==> src/rtl/bbv_pkg.sv <==
package bbv_pkg;

    typedef enum logic [1:0] {
        ST_IDLE  = 2'd0,
        ST_WAIT  = 2'd1,
        ST_JUDGE = 2'd2,
        ST_FAULT = 2'd3
    } bbv_state_e;

    typedef enum logic [1:0] {
        CF_NONE   = 2'b00,
        CF_BRANCH = 2'b01,
        CF_JUMP   = 2'b10,
        CF_RETURN = 2'b11
    } cf_kind_e;

    localparam logic [1:0] CAUSE_NONE   = 2'b00;
    localparam logic [1:0] CAUSE_HASH   = 2'b01;
    localparam logic [1:0] CAUSE_TARGET = 2'b10;
    localparam logic [1:0] CAUSE_NOSIG  = 2'b11;

endpackage

==> src/rtl/bbv_capture.sv <==
// Holds the hash and the reference entry for the pending block; each is
// taken on the first cycle its valid is seen while armed.
module bbv_capture #(
    parameter int AW    = 32,
    parameter int HW    = 64,
    parameter int CW    = 32,
    parameter int NSUCC = 4
) (
    input  logic                        clk,
    input  logic                        rst_n,
    input  logic                        arm,
    input  logic                        hash_valid,
    input  logic [HW-1:0]               hash_value,
    input  logic                        sig_valid,
    input  logic                        sig_hit,
    input  logic [HW-1:0]               sig_hash,
    input  logic [NSUCC*AW-1:0]         sig_succ,
    input  logic [$clog2(NSUCC+1)-1:0]  sig_cnt,
    output logic                        both_ready,
    output logic [CW-1:0]               calc_q,
    output logic [CW-1:0]               ref_q,
    output logic                        hit_q,
    output logic [NSUCC*AW-1:0]         succ_q,
    output logic [$clog2(NSUCC+1)-1:0]  cnt_q
);
    logic have_hash_q;
    logic have_sig_q;
    logic take_hash;
    logic take_sig;

    generate
        if (CW < HW) begin : g_hi
            logic unused_hash_hi;
            assign unused_hash_hi = ^{hash_value[HW-1:CW], sig_hash[HW-1:CW]};
        end
    endgenerate

    assign take_hash  = arm && hash_valid && !have_hash_q;
    assign take_sig   = arm && sig_valid && !have_sig_q;
    assign both_ready = arm && (have_hash_q || hash_valid) && (have_sig_q || sig_valid);

    always_ff @(posedge clk) begin
        if (!rst_n || !arm) begin
            have_hash_q <= 1'b0;
            have_sig_q  <= 1'b0;
        end else begin
            if (take_hash) have_hash_q <= 1'b1;
            if (take_sig)  have_sig_q  <= 1'b1;
        end
    end

    always_ff @(posedge clk) begin
        if (!rst_n) begin
            calc_q <= '0;
            ref_q  <= '0;
            hit_q  <= 1'b0;
            succ_q <= '0;
            cnt_q  <= '0;
        end else begin
            if (take_hash) calc_q <= hash_value[CW-1:0];
            if (take_sig) begin
                ref_q  <= sig_hash[CW-1:0];
                hit_q  <= sig_hit;
                succ_q <= sig_succ;
                cnt_q  <= sig_cnt;
            end
        end
    end
endmodule

==> src/rtl/bbv_succ_match.sv <==
// Compares a target against the first cnt successor entries.
module bbv_succ_match #(
    parameter int AW    = 32,
    parameter int NSUCC = 4
) (
    input  logic [AW-1:0]               target,
    input  logic [NSUCC*AW-1:0]         succ,
    input  logic [$clog2(NSUCC+1)-1:0]  cnt,
    output logic                        hit
);
    localparam int CNTW = $clog2(NSUCC + 1);

    logic [NSUCC-1:0] lane_hit;

    generate
        for (genvar i = 0; i < NSUCC; i++) begin : g_lane
            assign lane_hit[i] = (cnt > CNTW'(i)) && (succ[i*AW +: AW] == target);
        end
    endgenerate

    assign hit = |lane_hit;
endmodule

==> src/rtl/bbv_validator.sv <==
module bbv_validator #(
    parameter int AW    = 32,
    parameter int HW    = 64,
    parameter int CW    = 32,
    parameter int NSUCC = 4
) (
    input  logic                        clk,
    input  logic                        rst_n,
    input  logic                        cmt_valid,
    input  logic                        cmt_blk_end,
    input  logic [1:0]                  cmt_cf_kind,
    input  logic [AW-1:0]               cmt_target,
    input  logic                        hash_valid,
    input  logic [HW-1:0]               hash_value,
    input  logic                        sig_valid,
    input  logic                        sig_hit,
    input  logic [HW-1:0]               sig_hash,
    input  logic [NSUCC*AW-1:0]         sig_succ,
    input  logic [$clog2(NSUCC+1)-1:0]  sig_cnt,
    input  logic                        flush,
    output logic                        cmt_stall,
    output logic                        viol_valid,
    output logic [1:0]                  viol_cause
);
    import bbv_pkg::*;

    localparam int CNTW = $clog2(NSUCC + 1);

    bbv_state_e            state_q, state_d;
    logic [AW-1:0]         tgt_q;
    cf_kind_e              kind_q;
    logic [1:0]            cause_q;
    logic [1:0]            verdict;
    logic                  accept;
    logic                  both_ready;
    logic [CW-1:0]         calc_q;
    logic [CW-1:0]         ref_q;
    logic                  hit_q;
    logic [NSUCC*AW-1:0]   succ_q;
    logic [CNTW-1:0]       cnt_q;
    logic                  succ_hit;

    assign accept = (state_q == ST_IDLE) && cmt_valid && cmt_blk_end && !flush;

    bbv_capture #(.AW(AW), .HW(HW), .CW(CW), .NSUCC(NSUCC)) u_cap (
        .clk        (clk),
        .rst_n      (rst_n),
        .arm        (state_q == ST_WAIT),
        .hash_valid (hash_valid),
        .hash_value (hash_value),
        .sig_valid  (sig_valid),
        .sig_hit    (sig_hit),
        .sig_hash   (sig_hash),
        .sig_succ   (sig_succ),
        .sig_cnt    (sig_cnt),
        .both_ready (both_ready),
        .calc_q     (calc_q),
        .ref_q      (ref_q),
        .hit_q      (hit_q),
        .succ_q     (succ_q),
        .cnt_q      (cnt_q)
    );

    bbv_succ_match #(.AW(AW), .NSUCC(NSUCC)) u_match (
        .target (tgt_q),
        .succ   (succ_q),
        .cnt    (cnt_q),
        .hit    (succ_hit)
    );

    // Verdict priority: missing entry, then hash, then target.
    always_comb begin
        if (!hit_q)
            verdict = CAUSE_NOSIG;
        else if (calc_q != ref_q)
            verdict = CAUSE_HASH;
        else if (kind_q != CF_NONE && !succ_hit)
            verdict = CAUSE_TARGET;
        else
            verdict = CAUSE_NONE;
    end

    // State register
    always_ff @(posedge clk) begin
        if (!rst_n) state_q <= ST_IDLE;
        else        state_q <= state_d;
    end

    // Block latch and verdict register
    always_ff @(posedge clk) begin
        if (!rst_n) begin
            tgt_q   <= '0;
            kind_q  <= CF_NONE;
            cause_q <= CAUSE_NONE;
        end else begin
            if (accept) begin
                tgt_q  <= cmt_target;
                kind_q <= cf_kind_e'(cmt_cf_kind);
            end
            if (state_q == ST_JUDGE) cause_q <= verdict;
        end
    end

    // Transitions
    always_comb begin
        state_d = state_q;
        unique case (state_q)
            ST_IDLE:  if (accept) state_d = ST_WAIT;
            ST_WAIT: begin
                if (flush)           state_d = ST_IDLE;
                else if (both_ready) state_d = ST_JUDGE;
            end
            ST_JUDGE: begin
                if (flush)                      state_d = ST_IDLE;
                else if (verdict != CAUSE_NONE) state_d = ST_FAULT;
                else                            state_d = ST_IDLE;
            end
            ST_FAULT: state_d = ST_IDLE;
        endcase
    end

    // Outputs
    always_comb begin
        cmt_stall  = 1'b1;
        viol_valid = 1'b0;
        viol_cause = CAUSE_NONE;
        unique case (state_q)
            ST_IDLE:  cmt_stall = 1'b0;
            ST_WAIT:  cmt_stall = 1'b1;
            ST_JUDGE: cmt_stall = 1'b1;
            ST_FAULT: begin
                viol_valid = 1'b1;
                viol_cause = cause_q;
            end
        endcase
    end
endmodule

==> config.mk <==
export PLATFORM = sky130hd
export DESIGN_NAME = bbv_validator
export DESIGN_NICKNAME = d
export VERILOG_FILES = /design/src/rtl/bbv_pkg.sv /design/src/rtl/bbv_capture.sv /design/src/rtl/bbv_succ_match.sv /design/src/rtl/bbv_validator.sv
export SDC_FILE = /design/constraint.sdc
export NUM_CORES = 1
export LEC_CHECK = 0
export ABC_AREA = 1
export BUFFER_PORTS_ARGS = -buffer_cell sky130_fd_sc_hd__buf_2
export CAP_MARGIN = 10
export CORE_MARGIN = 1.5
export CORE_UTILIZATION = 52
export DETAILED_ROUTE_END_ITERATION = 8
export PLACE_DENSITY_LB_ADDON = 0.12
export SYNTH_ARGS = -nofsm -noshare
export SYNTH_HDL_FRONTEND = slang
export SYNTH_SLANG_ARGS = --single-unit
==> constraint.sdc <==
create_clock -name clk -period 1.85 [get_ports clk]
set_clock_uncertainty 0.2 [all_clocks]
set_input_delay 0.37 -clock clk [delete_from_list [all_inputs] [get_ports clk]]
set_output_delay 0.37 -clock clk [all_outputs]
set_load 0.02 [all_outputs]
======== After elaboration in Yosys (flattened, before gate mapping) ========
Index checks and enable logic that the tools add are counted.
word-level totals
  flip-flop bits (word level) ............. 236
  bits of input ports ..................... 301
  output and inout port bits .............. 4
  word-level logic and storage cells ...... 65
cells by class
  magnitude comparators ................... 4
  equal/unequal tests ..................... 10
  multiplexer cells ....................... 12
  reduce and logical (&&, ||, !) cells .... 28
operator list
  cell                                                 number
  == test 32 bit                                       4
  != test 32 bit                                       1
  two-way mux 2 bit                                    9
  logical AND 1 bit                                    14
  case mux 2 bit (4 select lines)                      1
  > comparator 3 x 1 -> 1 bit (second input constant)  2
  > comparator 3 x 2 -> 1 bit (second input constant)  2
  zero test 1 bit                                      6
  == test 2 bit (second input constant)                2
  nonzero test 2 bit                                   2
  OR reduction 4 bit                                   1
  logical OR 1 bit                                     3
  != test 3 bit (second input constant)                1
  == test 2 x 1 -> 1 bit (second input constant)       1
  zero test 2 bit                                      1
  two-way mux 1 bit                                    2
  != test 2 bit (second input constant)                1
  AND reduction 2 bit                                  1

======== Logic depth before layout (Yosys ltp) ========
Gate-level depths: netlist of the first run.
  word-level depth ........................ 12
  mapped depth ............................ 15

======== By module ========
Synthesis of the first run repeated with hierarchy kept, for this count alone.
second synthesis, totals
  cells, all modules ...................... 1995
  area, all modules ....................... 11995.3 um2
by module, submodules not included
  module          instances  cells an instance  area an instance (um2)
  bbv_capture     1          1252               8044.0
  bbv_succ_match  1          453                2034.5
  bbv_validator   1          290                1916.8

======== Least setup slack after synthesis of the first run ========
No wires, ideal clock.
  kind .................................... register to register
  start ................................... register tgt_q[5]
  end ..................................... register state_q[0]
  arrival time ............................ 1288 ps
  slack ................................... 242 ps
  stages on the path, launching flop included .. 15
  clock period less this slack ............ 1608 ps
  cells stage by stage .................... dfxtp_1 clkbuf_2 inv_1 nand2_1 nand2_1 nor2_1 nand2_1 nor2_1 nand3_1 nor2_1 nor2_2 nand3_2 nand3_1 nand3_1 a21oi_1
on the way
  longest elaborated chain between the ends .. 12
  elaborated cells between the ends (all ways) .. 18
RTL lines
  what                                 line                  RTL
  start, declared                      bbv_validator.sv:30   logic [AW-1:0] tgt_q;
  start signal, assigned               bbv_validator.sv:97   tgt_q <= cmt_target;
  == test 32 bit                       bbv_succ_match.sv:17  assign lane_hit[i] = (cnt > CNTW'(i)) && (succ[i*AW +: AW] == target);
  logical AND 1 bit                    bbv_succ_match.sv:17
  OR reduction 4 bit (*)               bbv_succ_match.sv:21  assign hit = |lane_hit;
  zero test 1 bit (*)                  bbv_validator.sv:77   else if (kind_q != CF_NONE && !succ_hit)
  logical AND 1 bit (*)                bbv_validator.sv:77
  two-way mux 2 bit (*)                bbv_validator.sv:77
  two-way mux 2 bit (*)                bbv_validator.sv:75   else if (calc_q != ref_q)
  two-way mux 2 bit (*)                bbv_validator.sv:73   if (!hit_q)
  nonzero test 2 bit (*)               bbv_validator.sv:115  else if (verdict != CAUSE_NONE) state_d = ST_FAULT;
  two-way mux 2 bit (*)                bbv_validator.sv:115
  two-way mux 2 bit (*)                bbv_validator.sv:114  if (flush) state_d = ST_IDLE;
  case mux 2 bit (4 select lines) (*)  bbv_validator.sv:107  unique case (state_q)
  end signal, assigned                 bbv_validator.sv:86   else state_q <= state_d;
  end, declared                        bbv_validator.sv:29   bbv_state_e state_q, state_d;
Every way passes the cells marked *; elsewhere a longest branch is shown, timed or not.
A chain may end at the register's enable or synchronous reset.

======== Worst setup path after layout of the first run ========
  start ................................... register state_q[0]
  end ..................................... register u_cap.succ_q[109]
on the way
  longest elaborated chain between the ends .. 3
RTL lines
  what                             line                 RTL
  == test 2 x 1 -> 1 bit           bbv_validator.sv:48  .arm (state_q == ST_WAIT),
  logical AND 1 bit (2 in series)  bbv_capture.sv:39    assign take_sig = arm && sig_valid && !have_sig_q;
  end signal, assigned             bbv_capture.sv:64    succ_q <= sig_succ;
  end, declared                    bbv_capture.sv:23    output logic [NSUCC*AW-1:0] succ_q,
No other way between the ends.

==> impl_metrics.toml, run 1 <==
[pwr]
p_leak_nw = 7.16
ir_drop_uv = 640
seqPwrFrac_pct = 42.6
combinationalPowerShare_pct = 15.4
p_int_w = 0.00961
switching_share_pct = 25.5
net-switching-power_w = 0.00328
p_clk_share_pct = 42.0
power.density_mw_per_mm2 = 807
finalPower_w = 0.0129

[clock_tree]
clk_pin_slew_worst_paths_ns = 0.07
cts_max_level = 1
cts_root_buf = "clkbuf_16"
tritoncts = "built"
clk_path_buf_depth = 3
clock-sinks = 236
clkLatencyLatePin_ns = 0.53
cts_buffers = 26

[floorplanning]
initial_core_util_pct = 53.3
core_area_mm2 = 0.0195
fp.dieH_um = 144
pin_count = 305
die_w_um = 144
row_count = 51
fp.dieArea_mm2 = 0.0209

[global_route]
grt_first_pass_wirelength_um = 54000
track_usage_pct = 32.6
grt_pass1_vias = 11300
antenna_found_initial = 3
grt_max_degree = 88
grt_overflow = 0

[sta]
clock.fmax_ghz = 0.501
hold_viol = 1
setup_slack_ns = -0.144
rsz0062_at_grt = "yes"
fin_crit_ns = 1.99
max-slew-margin-rel_pct = 76.7
setup_violations = 77
hold_ws_ns = -0.00491
worst_pin_slew_ns = 0.349
finalCritPeriodShare_pct = 108
slew_violations = 0

[cells_and_area]
fin_nets = 2222
fill_cells = 1217
postLayoutCoreUtil_pct = 81.8
seqCellArea_mm2 = 0.00479
finalNonFillerCells = 2209
multiInputGateArea_mm2 = 0.00512
final_common_cell = "nor2_1"
drive_gt1_share_pct = 24.1
area_delta_synth_final_pct = 53.7
most-common-layout-cells = "nor2_1, buf_2, dlygate4sd3_1"

[worst_setup_path]
crit_family = "buffers and inverters"
cp_slowest_cell = "dfxtp_2"
critPathRequiredTime_ns = 2.05
rr_endpoint = "u_cap.succ_q[109]"
arrival_ns = 2.20
startpoint_type = "flip-flop"
rr_startpoint = "state_q[0]"
critical_path.max_stage_delay_ns = 0.37
cp-end-kind = "flip-flop"
path_buf_inv = 6
crit_chain = "inv_2, nor2_4, inv_2, nor3_4, buf_12, buf_4, inv_4, buf_4, o21ai_0, a21oi_1"
ff2ff_path_depth = 10
path_class = "flip-flop to flip-flop"
crit_path_max_fanout = 13
r2r_slack_ns = -0.14

[drt]
route.vias.total = 11600
routed_wl_um = 37400
via_per_inst = 5.23
first_iter_violations = 776
wire_per_inst_um = 16.9
first_pass_iters = 5
drc = 0
ant_nets = 0

[status]
status = "finished with violations"
violations = "hold timing, setup timing"

[job]
maxCapViolCount = 0

[worst_hold_path]
hp-start = "cmt_target[22]"
holdPathEnd = "tgt_q[22]"
hold_path.class = "primary input to flip-flop"
whs_path_depth = 3

[yosys]
syn_inst = 1444
seq_area_frac_synth_pct = 45.4
yosys.cell_types.count = 25
synth_area_mm2 = 0.0104
ys_warn_count = 0
ys_seq_elements = 236
syn-mean-instance-area_um2 = 7.20
synth_fp_nets = 1745

[place]
place_ws_ns = -0.107
dp_hpwl_um = 19400
globalplace.congestion = 0.861
port_buffers = 240
dp.cells = 1908
-- cell families after synthesis --
kind of cell	after synthesis	synth area share, %
AOI/OAI and AO/OA	321	15.5
xor gates and xnor gates	111	9.35
buffers and inverters	192	7.60
DFF	236	45.4
and+or+nand+nor	584	22.1
-- cell usage after synthesis, drive strengths merged --
cell type,n,share of area [%]
dfxtp,236,45
xnor2,88,7.4
xor2,23,1.9
nand3,19,0.96
nor2,376,14
o21ai,234,11
nand2,163,5.9
a21oi,86,4.1
buf,34,1.8
inv,99,3.6
clkinv,1,0.036
nor3,9,0.65
clkbuf,58,2.2
nand4,14,0.84
or2,3,0.18
a21boi,1,0.072
-- power by group through the flow --
stage	Combinational [W]	Sequential, W	Clock, W
2_1_floorplan	0.000854	0.00550	0
3_3_place_gp	0.00135	0.00556	0
3_5_place_dp	0.00137	0.00557	0
4_1_cts	0.00178	0.00547	0.00539
5_1_grt	0.00216	0.00551	0.00566
6_report	0.00199	0.00549	0.00541
-- registers in the layout, indices dropped and copies added, names as in the netlist --
name / count
u_cap.have_sig_q: 1
u_cap.calc_q: 32
kind_q: 2
u_cap.hit_q: 1
u_cap.cnt_q: 3
tgt_q: 32
u_cap.ref_q: 32
cause_q: 2
u_cap.have_hash_q: 1
state_q: 2
u_cap.succ_q: 128
-- worst max-delay path by stage --
stage,start,end,slack [ns],cells past startpoint
after global placement,tgt_q[18],state_q[0],-0.09,12
after detailed placement,u_cap.ref_q[17],state_q[1],-0.11,13
after floorplan,tgt_q[5],state_q[0],0.24,14
final,state_q[0],u_cap.succ_q[109],-0.14,10
after CTS,u_cap.ref_q[18],state_q[1],-0.02,11
after global routing,state_q[0],u_cap.succ_q[109],-0.23,10
-- stage by stage --
| step | cell area (um2) | setup TNS, ns |
|---|---|---|
| after CTS | 15400 | -0.0501 |
| after global placement | 12100 | -0.174 |
| after detailed placement | 12100 | -0.239 |
| after floorplan | 10400 | 0 |
| final | 16000 | -2.51 |
| after global routing | 16000 | -11.54 |
-- worst min-delay path, delay by kind of cell --
family / cells / cell delay [ns]
buffers and inverters: 1 / 0.07
AO/OA/AOI/OAI: 2 / 0.22
-- layer usage --
metal | wire length (um) | part of all wire (%) | GRT usage, % | up-vias
li1 | - | - | - | 5533
met1 | 14600 | 39 | 39.1 | 5304
met2 | 18300 | 49 | 57.1 | 569
met3 | 2480 | 6.6 | 4.93 | 158
met4 | 2010 | 5.4 | 15.6 | 0
met5 | 0 | 0 | 0 | -
-- area by class of cell --
type	instances	share of cell area [%]
tap	265	2.08
inverter	100	2.40
clock buffer	40	5.03
multi-input combinational	1016	32.0
sequential	236	30.0
clock inverter	7	0.603
timing repair buffer	540	27.8
antenna	4	0.0626
timing repair inverter	1	0.0392
-- what timing repair did --
item	4_1_cts	5_1_grt
resized for setup	50	118
endpoints found under the hold margin	231	1
hold buffers	230	1
buffers inserted	2	5
setup endpoints to repair	6	144
pin swaps	13	41
cloned	0	12
Note: power is estimated with default switching activity, not from simulation.
==> inputs of run 2 (changes only) <==
CORE_UTILIZATION = 54   (was 52)
SYNTH_HIERARCHICAL = 1   (was unset)
clock period = 2 ns   (was 1.85 ns; I/O delays follow)
==> run 2 against run 1 <==
The flow finishes with violations (setup timing). Critical path type is now flip-flop to primary output. Critical endpoint is now viol_cause[1]. Sequential share of layout area shrank 2.5 points. Critical path depth shrank 7. Via count grew 18%. Combinational power grew 5%. Synthesized cell count grew 38%. Area after synthesis grew 15%. Largest cell class unchanged. Largest power group unchanged. Highest routed layer unchanged.
==> impl_metrics.toml, run 2 <==
[floorplanning]
core_area_mm2 = 0.0218
row_count = 54
fp.dieArea_mm2 = 0.0231
die_w_um = 152
pin_count = 305
initial_core_util_pct = 55.0
fp.dieH_um = 152

[drt]
first_iter_violations = 1038
via_per_inst = 4.85
ant_nets = 0
route.vias.total = 13600
drc = 0
first_pass_iters = 6
wire_per_inst_um = 14.9
routed_wl_um = 41800

[cells_and_area]
fin_nets = 2809
area_delta_synth_final_pct = 45.6
fill_cells = 1488
drive_gt1_share_pct = 18.9
final_common_cell = "nand2_1"
largest_register = "u_cap/succ_q"
largest_register_ffs = 128
most-common-layout-cells = "nand2_1, nor2_1, inv_1"

[yosys]
synth_commonest_cells = "nand2_1, nor2_1, inv_1, dfxtp_1, xnor2_1"
ys_async_sr_fraction_pct = 0
synth_edf_count = 0
synth.most_common_cell = "nand2_1"
synth_fp_nets = 2296
synth_top_area_share_pct = 39.4
syn_inst = 1995
seq_area_frac_synth_pct = 39.4
yosys.cell_types.count = 24
synth_area_mm2 = 0.0120
synthTopCellsByArea = "dfxtp_1, nand2_1, nor2_1"
ys_warn_count = 6
ys.flop_type = "dfxtp_1"
ys_seq_elements = 236
yosysTopAreaCell = "dfxtp_1"
syn-mean-instance-area_um2 = 6.01

[clock_tree]
clk_path_buf_depth = 3
cts_max_level = 1
cts_root_buf = "clkbuf_16"
clkLatencyLatePin_ns = 0.55
clk_pin_slew_worst_paths_ns = 0.06
clock-sinks = 236
cts_buffers = 26
tritoncts = "built"

[pwr]
p_leak_nw = 9.22
finalPower_w = 0.0119
power.density_mw_per_mm2 = 681
ir_drop_uv = 655

[worst_setup_path]
cp-end-kind = "primary output"
critPathRequiredTime_ns = 1.40
r2r_slack_ns = -0.03
startpoint_type = "flip-flop"
path_class = "flip-flop to primary output"
crit_path_max_fanout = 4
arrival_ns = 1.45

[place]
dp_hpwl_um = 25100
globalplace.congestion = 0.900
port_buffers = 240

[sta]
clock.fmax_ghz = 0.487
slew_violations = 0
max-slew-margin-rel_pct = 79.1
finalCritPeriodShare_pct = 103
setup_violations = 4
timing.setup.tns_ns = -0.163
rsz0062_at_grt = "yes"
hold_ws_ns = 0.0626
worst_pin_slew_ns = 0.310
fin_crit_ns = 2.05
hold_viol = 0
setup_slack_ns = -0.0531

[global_route]
grt_max_degree = 71
track_usage_pct = 34.5
grt_overflow = 0
grt_pass1_vias = 13300
antenna_found_initial = 1
grt_first_pass_wirelength_um = 64500

[status]
status = "finished with violations"
violations = "setup timing"

[job]
maxCapViolCount = 0

[worst_hold_path]
hold_path.class = "primary input to flip-flop"
==> run 2: cell count changes after synthesis, moves of 7 or more <==
| cell | before | now |
|---|---|---|
| inv_1 | 96 | 286 |
| o21ai_1 | 20 | 43 |
| clkbuf_2 | 12 | 0 |
| nand2_1 | 163 | 652 |
| buf_2 | 32 | 40 |
| xnor2_1 | 88 | 46 |
| buf_4 | 0 | 9 |
| nand4_1 | 14 | 2 |
| inv_2 | 3 | 27 |
| a21oi_1 | 86 | 4 |
| o21ai_0 | 214 | 25 |
| nor2_1 | 374 | 540 |
| nand3_1 | 18 | 11 |
| clkbuf_1 | 46 | 21 |
==> run 2: what timing repair did <==
action / CTS / global route
gates cloned: 0 / 1
setup endpoints to repair: 3 / 9
resized for setup: 24 / 92
buffers inserted: 0 / 4
pin swaps: 3 / 43
endpoints found under the hold margin: 232 / 0
hold buffers: 234 / 0
==> run 2: final cells by class <==
class,count,area (um2),share of cell area [%]
clock buffers,35,724,4.15
clock inverters,9,111,0.637
flip-flops and latches,236,4790,27.4
multi-input cells,1371,5880,33.7
inverters,313,1180,6.75
diodes,1,2.50,0.0143
well taps,280,350,2.01
repair buffers,560,4420,25.3
==> run 2: per-stage QoR <==
stage	instance area, um2	utilization (%)	setup WS, ns	cells
after detailed placement	13900	63.9	-0.115	2522
after global routing	17500	80.0	-0.0945	2805
after CTS	17200	78.7	0.0000420	2800
after floorplan	12000	-	0.327	1995
after global placement	13900	63.9	-0.0857	2522
final	17500	80.0	-0.0531	2805
==> run 2: path summary, 6_finish.rpt <==
check / startpoint / to / depth (start not counted)
min reg2reg: kind_q[0] / kind_q[0] / 2
min: flush / state_q[1] / 4
max: state_q[0] / viol_cause[1] / 3
max reg2reg: tgt_q[21] / state_q[0] / 13
==> run 2: power breakdown <==
group          total, W  internal [W]  switching, W
registers       0.00508       0.00489      0.000182
clock network   0.00474       0.00278       0.00196
logic           0.00208       0.00103       0.00106
total            0.0119       0.00870       0.00320
==> run 2: cell families (layout without fill, tap and decap cells) <==
group	Yosys count	after routing	share of synthesized area [%]
simple gates	1226	1226	39.1
buf+inv	388	917	13.2
flops	236	236	39.4
compound gates	74	74	3.14
xor+xnor	71	71	5.18
other cells	0	1	0
==> run 2: worst max-delay path: stages, from the launching register on <==
cell	delay, ns
dfxtp_1	0.41
nand2_1	0.14
nor2_1	0.17
buf_2	0.19
==> run 2: routing by layer <==
layer  up-vias  track usage, %  wire length (um)  part of all wire, %
met5         -               0                 0                    0
met4         0            17.0              2170                  5.2
met3       145            4.59              2810                  6.7
met2       616            64.2             21100                   50
met1      6058            38.3             15700                   38
li1       6781               -                 -                    -
==> inputs of run 3 (changes only) <==
clock period = 2.2 ns   (was 2 ns; I/O delays follow)
==> run 3 against run 2 <==
The run ends with hold timing left. Die area stayed put. Sequential power is 9.1% lower. Sequential share of layout area is 1.0 points higher.
==> impl_metrics.toml, run 3 (synthesis results as in run 2) <==
[worst_setup_path]
critPathRequiredTime_ns = 2.42
crit_chain = "buf_4, nand2_1, o21ai_2, nor2_2, nand2_1, nor2_2, nand3_1, nor2_1, nor2_1, nand2_1, nor2_2, inv_1, nand4_1, nand3_2, a21oi_1"
arrival_ns = 2.35
startpoint_type = "flip-flop"
critical_path.max_stage_delay_ns = 0.36
startpoint = "tgt_q[15]"
crit_path_max_fanout = 4
rr_startpoint = "tgt_q[15]"
cp-endpoint = "state_q[1]"
ff2ff_path_depth = 15
cp-end-kind = "flip-flop"
r2r_slack_ns = 0.07
path_class = "flip-flop to flip-flop"
cp_slowest_cell = "dfxtp_4"
rr_endpoint = "state_q[1]"

[floorplanning]
die_w_um = 152
row_count = 54
core_area_mm2 = 0.0218
fp.dieArea_mm2 = 0.0231
fp.dieH_um = 152
initial_core_util_pct = 55.0
pin_count = 305

[pwr]
combinationalPowerShare_pct = 16.0
power.density_mw_per_mm2 = 647
p_leak_nw = 8.87
net-switching-power_w = 0.00288
seqPwrFrac_pct = 42.7
p_clk_share_pct = 41.2
p_int_w = 0.00794
switching_share_pct = 26.6
ir_drop_uv = 549

[cells_and_area]
fin_nets = 2746
area_delta_synth_final_pct = 39.3
largest_register = "u_cap/succ_q"
design_area_mm2 = 0.0167
largest_register_ffs = 128
final_common_cell = "nand2_1"
drive_gt1_share_pct = 15.9
most-common-layout-cells = "nand2_1, nor2_1, inv_1"
finalNonFillerCells = 2747

[sta]
worst_pin_slew_ns = 0.631
rsz0062_at_grt = "yes"
setup_violations = 0
hold_ws_ns = -0.000888
setup_slack_ns = 0.0727
finalCritPeriodShare_pct = 96.7
hold_viol = 1
clock.fmax_ghz = 0.470
max-slew-margin-rel_pct = 57.9
fin_crit_ns = 2.13
slew_violations = 0

[place]
dp_hpwl_um = 24300
place_area_mm2 = 0.0135
globalplace.congestion = 0.871
place_ws_ns = -0.0121
dp.cells = 2474
port_buffers = 240

[clock_tree]
cts_root_buf = "clkbuf_16"
clk_pin_slew_worst_paths_ns = 0.06
tritoncts = "built"
clkLatencyLatePin_ns = 0.54
clk_path_buf_depth = 3
cts_buffers = 26
clock-sinks = 236
cts_max_level = 1

[drt]
first_iter_violations = 1065
route.vias.total = 13000
ant_nets = 0
routed_wl_um = 39400
wire_per_inst_um = 14.3
via_per_inst = 4.75
first_pass_iters = 5
drc = 0

[status]
violations = "hold timing"
status = "finished with violations"

[global_route]
track_usage_pct = 33.1
grt_max_degree = 153
antenna_found_initial = 2
grt_overflow = 0
grt_first_pass_wirelength_um = 61900
grt_pass1_vias = 12800

[worst_hold_path]
hold_path.class = "primary input to flip-flop"

[job]
maxCapViolCount = 0
[run 3: cell count changes in the layout (fill, tap and decap cells not counted), sizes merged]
cell	change
dlygate4sd3	-12
clkbuf	-1
clkinv	+4
diode	+1
buf	-50
[run 3: what timing repair did]
action / in CTS / in global routing
hold buffers: 222 / 0
endpoints found under the setup margin: 1 / 3
buffers inserted: 0 / 1
resized for setup: 3 / 36
pin swaps: 0 / 8
endpoints found under the hold margin: 222 / 0
[run 3: worst min-delay path by stage]
| stage | cells after the start | slack (ns) | from | end |
|---|---|---|---|---|
| 5_1_grt | 3 | 0.002 | sig_succ[55] | u_cap/succ_q[55] |
| 6_report | 3 | -0.0009 | sig_succ[94] | u_cap/succ_q[94] |
| 3_5_place_dp | 2 | 0.27 | cause_q[0] | cause_q[0] |
| 4_1_cts | 3 | 0.001 | sig_succ[55] | u_cap/succ_q[55] |
| 3_3_place_gp | 2 | 0.25 | cause_q[0] | cause_q[0] |
| 2_1_floorplan | 2 | 0.24 | cause_q[0] | cause_q[0] |
[run 3: routing by layer]
layer	track usage [%]	up-vias	part of all wire, %
met2	59.8	548	49
met5	0	-	0
met3	5.65	144	7.2
met1	37.2	5702	38
met4	16.8	0	5.5
li1	-	6648	-
[run 3: critical path: cells and delay by family, from the launching register on]
kind | cells | cell delay [ns]
flip-flops | 1 | 0.36
AND/OR/NAND/NOR | 11 | 1.12
buffers and inverters | 2 | 0.19
AO/OA/AOI/OAI | 2 | 0.15
[run 3: area by class of cell]
type                       instances  area (um2)
clock inverter                    13         128
fill                            1649        5110
timing repair buffer             497        3800
clock buffer                      35         756
sequential                       236        4760
antenna                            2        5.00
inverter                         313        1170
tap                              280         350
multi-input combinational       1371        5740
[run 3: power by group through the flow]
stage	registers [W]	clock network, W	logic, W
6_report	0.00462	0.00446	0.00174
3_5_place_dp	0.00471	0	0.00134
3_3_place_gp	0.00470	0	0.00132
5_1_grt	0.00464	0.00470	0.00192
4_1_cts	0.00462	0.00450	0.00165
2_1_floorplan	0.00466	0	0.000858
[run 3: through the flow]
| stage | setup TNS (ns) | hold slack, ns | util, % | power, W |
|---|---|---|---|---|
| after floorplan | 0 | 0.243 | - | 0.00552 |
| after global placement | 0 | 0.253 | 62.0 | 0.00602 |
| after detailed placement | -0.0121 | 0.271 | 62.0 | 0.00604 |
| after CTS | 0 | 0.00128 | 76.2 | 0.0108 |
| after global routing | -0.126 | 0.00229 | 76.6 | 0.0113 |
| final | 0 | -0.000888 | 76.6 | 0.0108 |
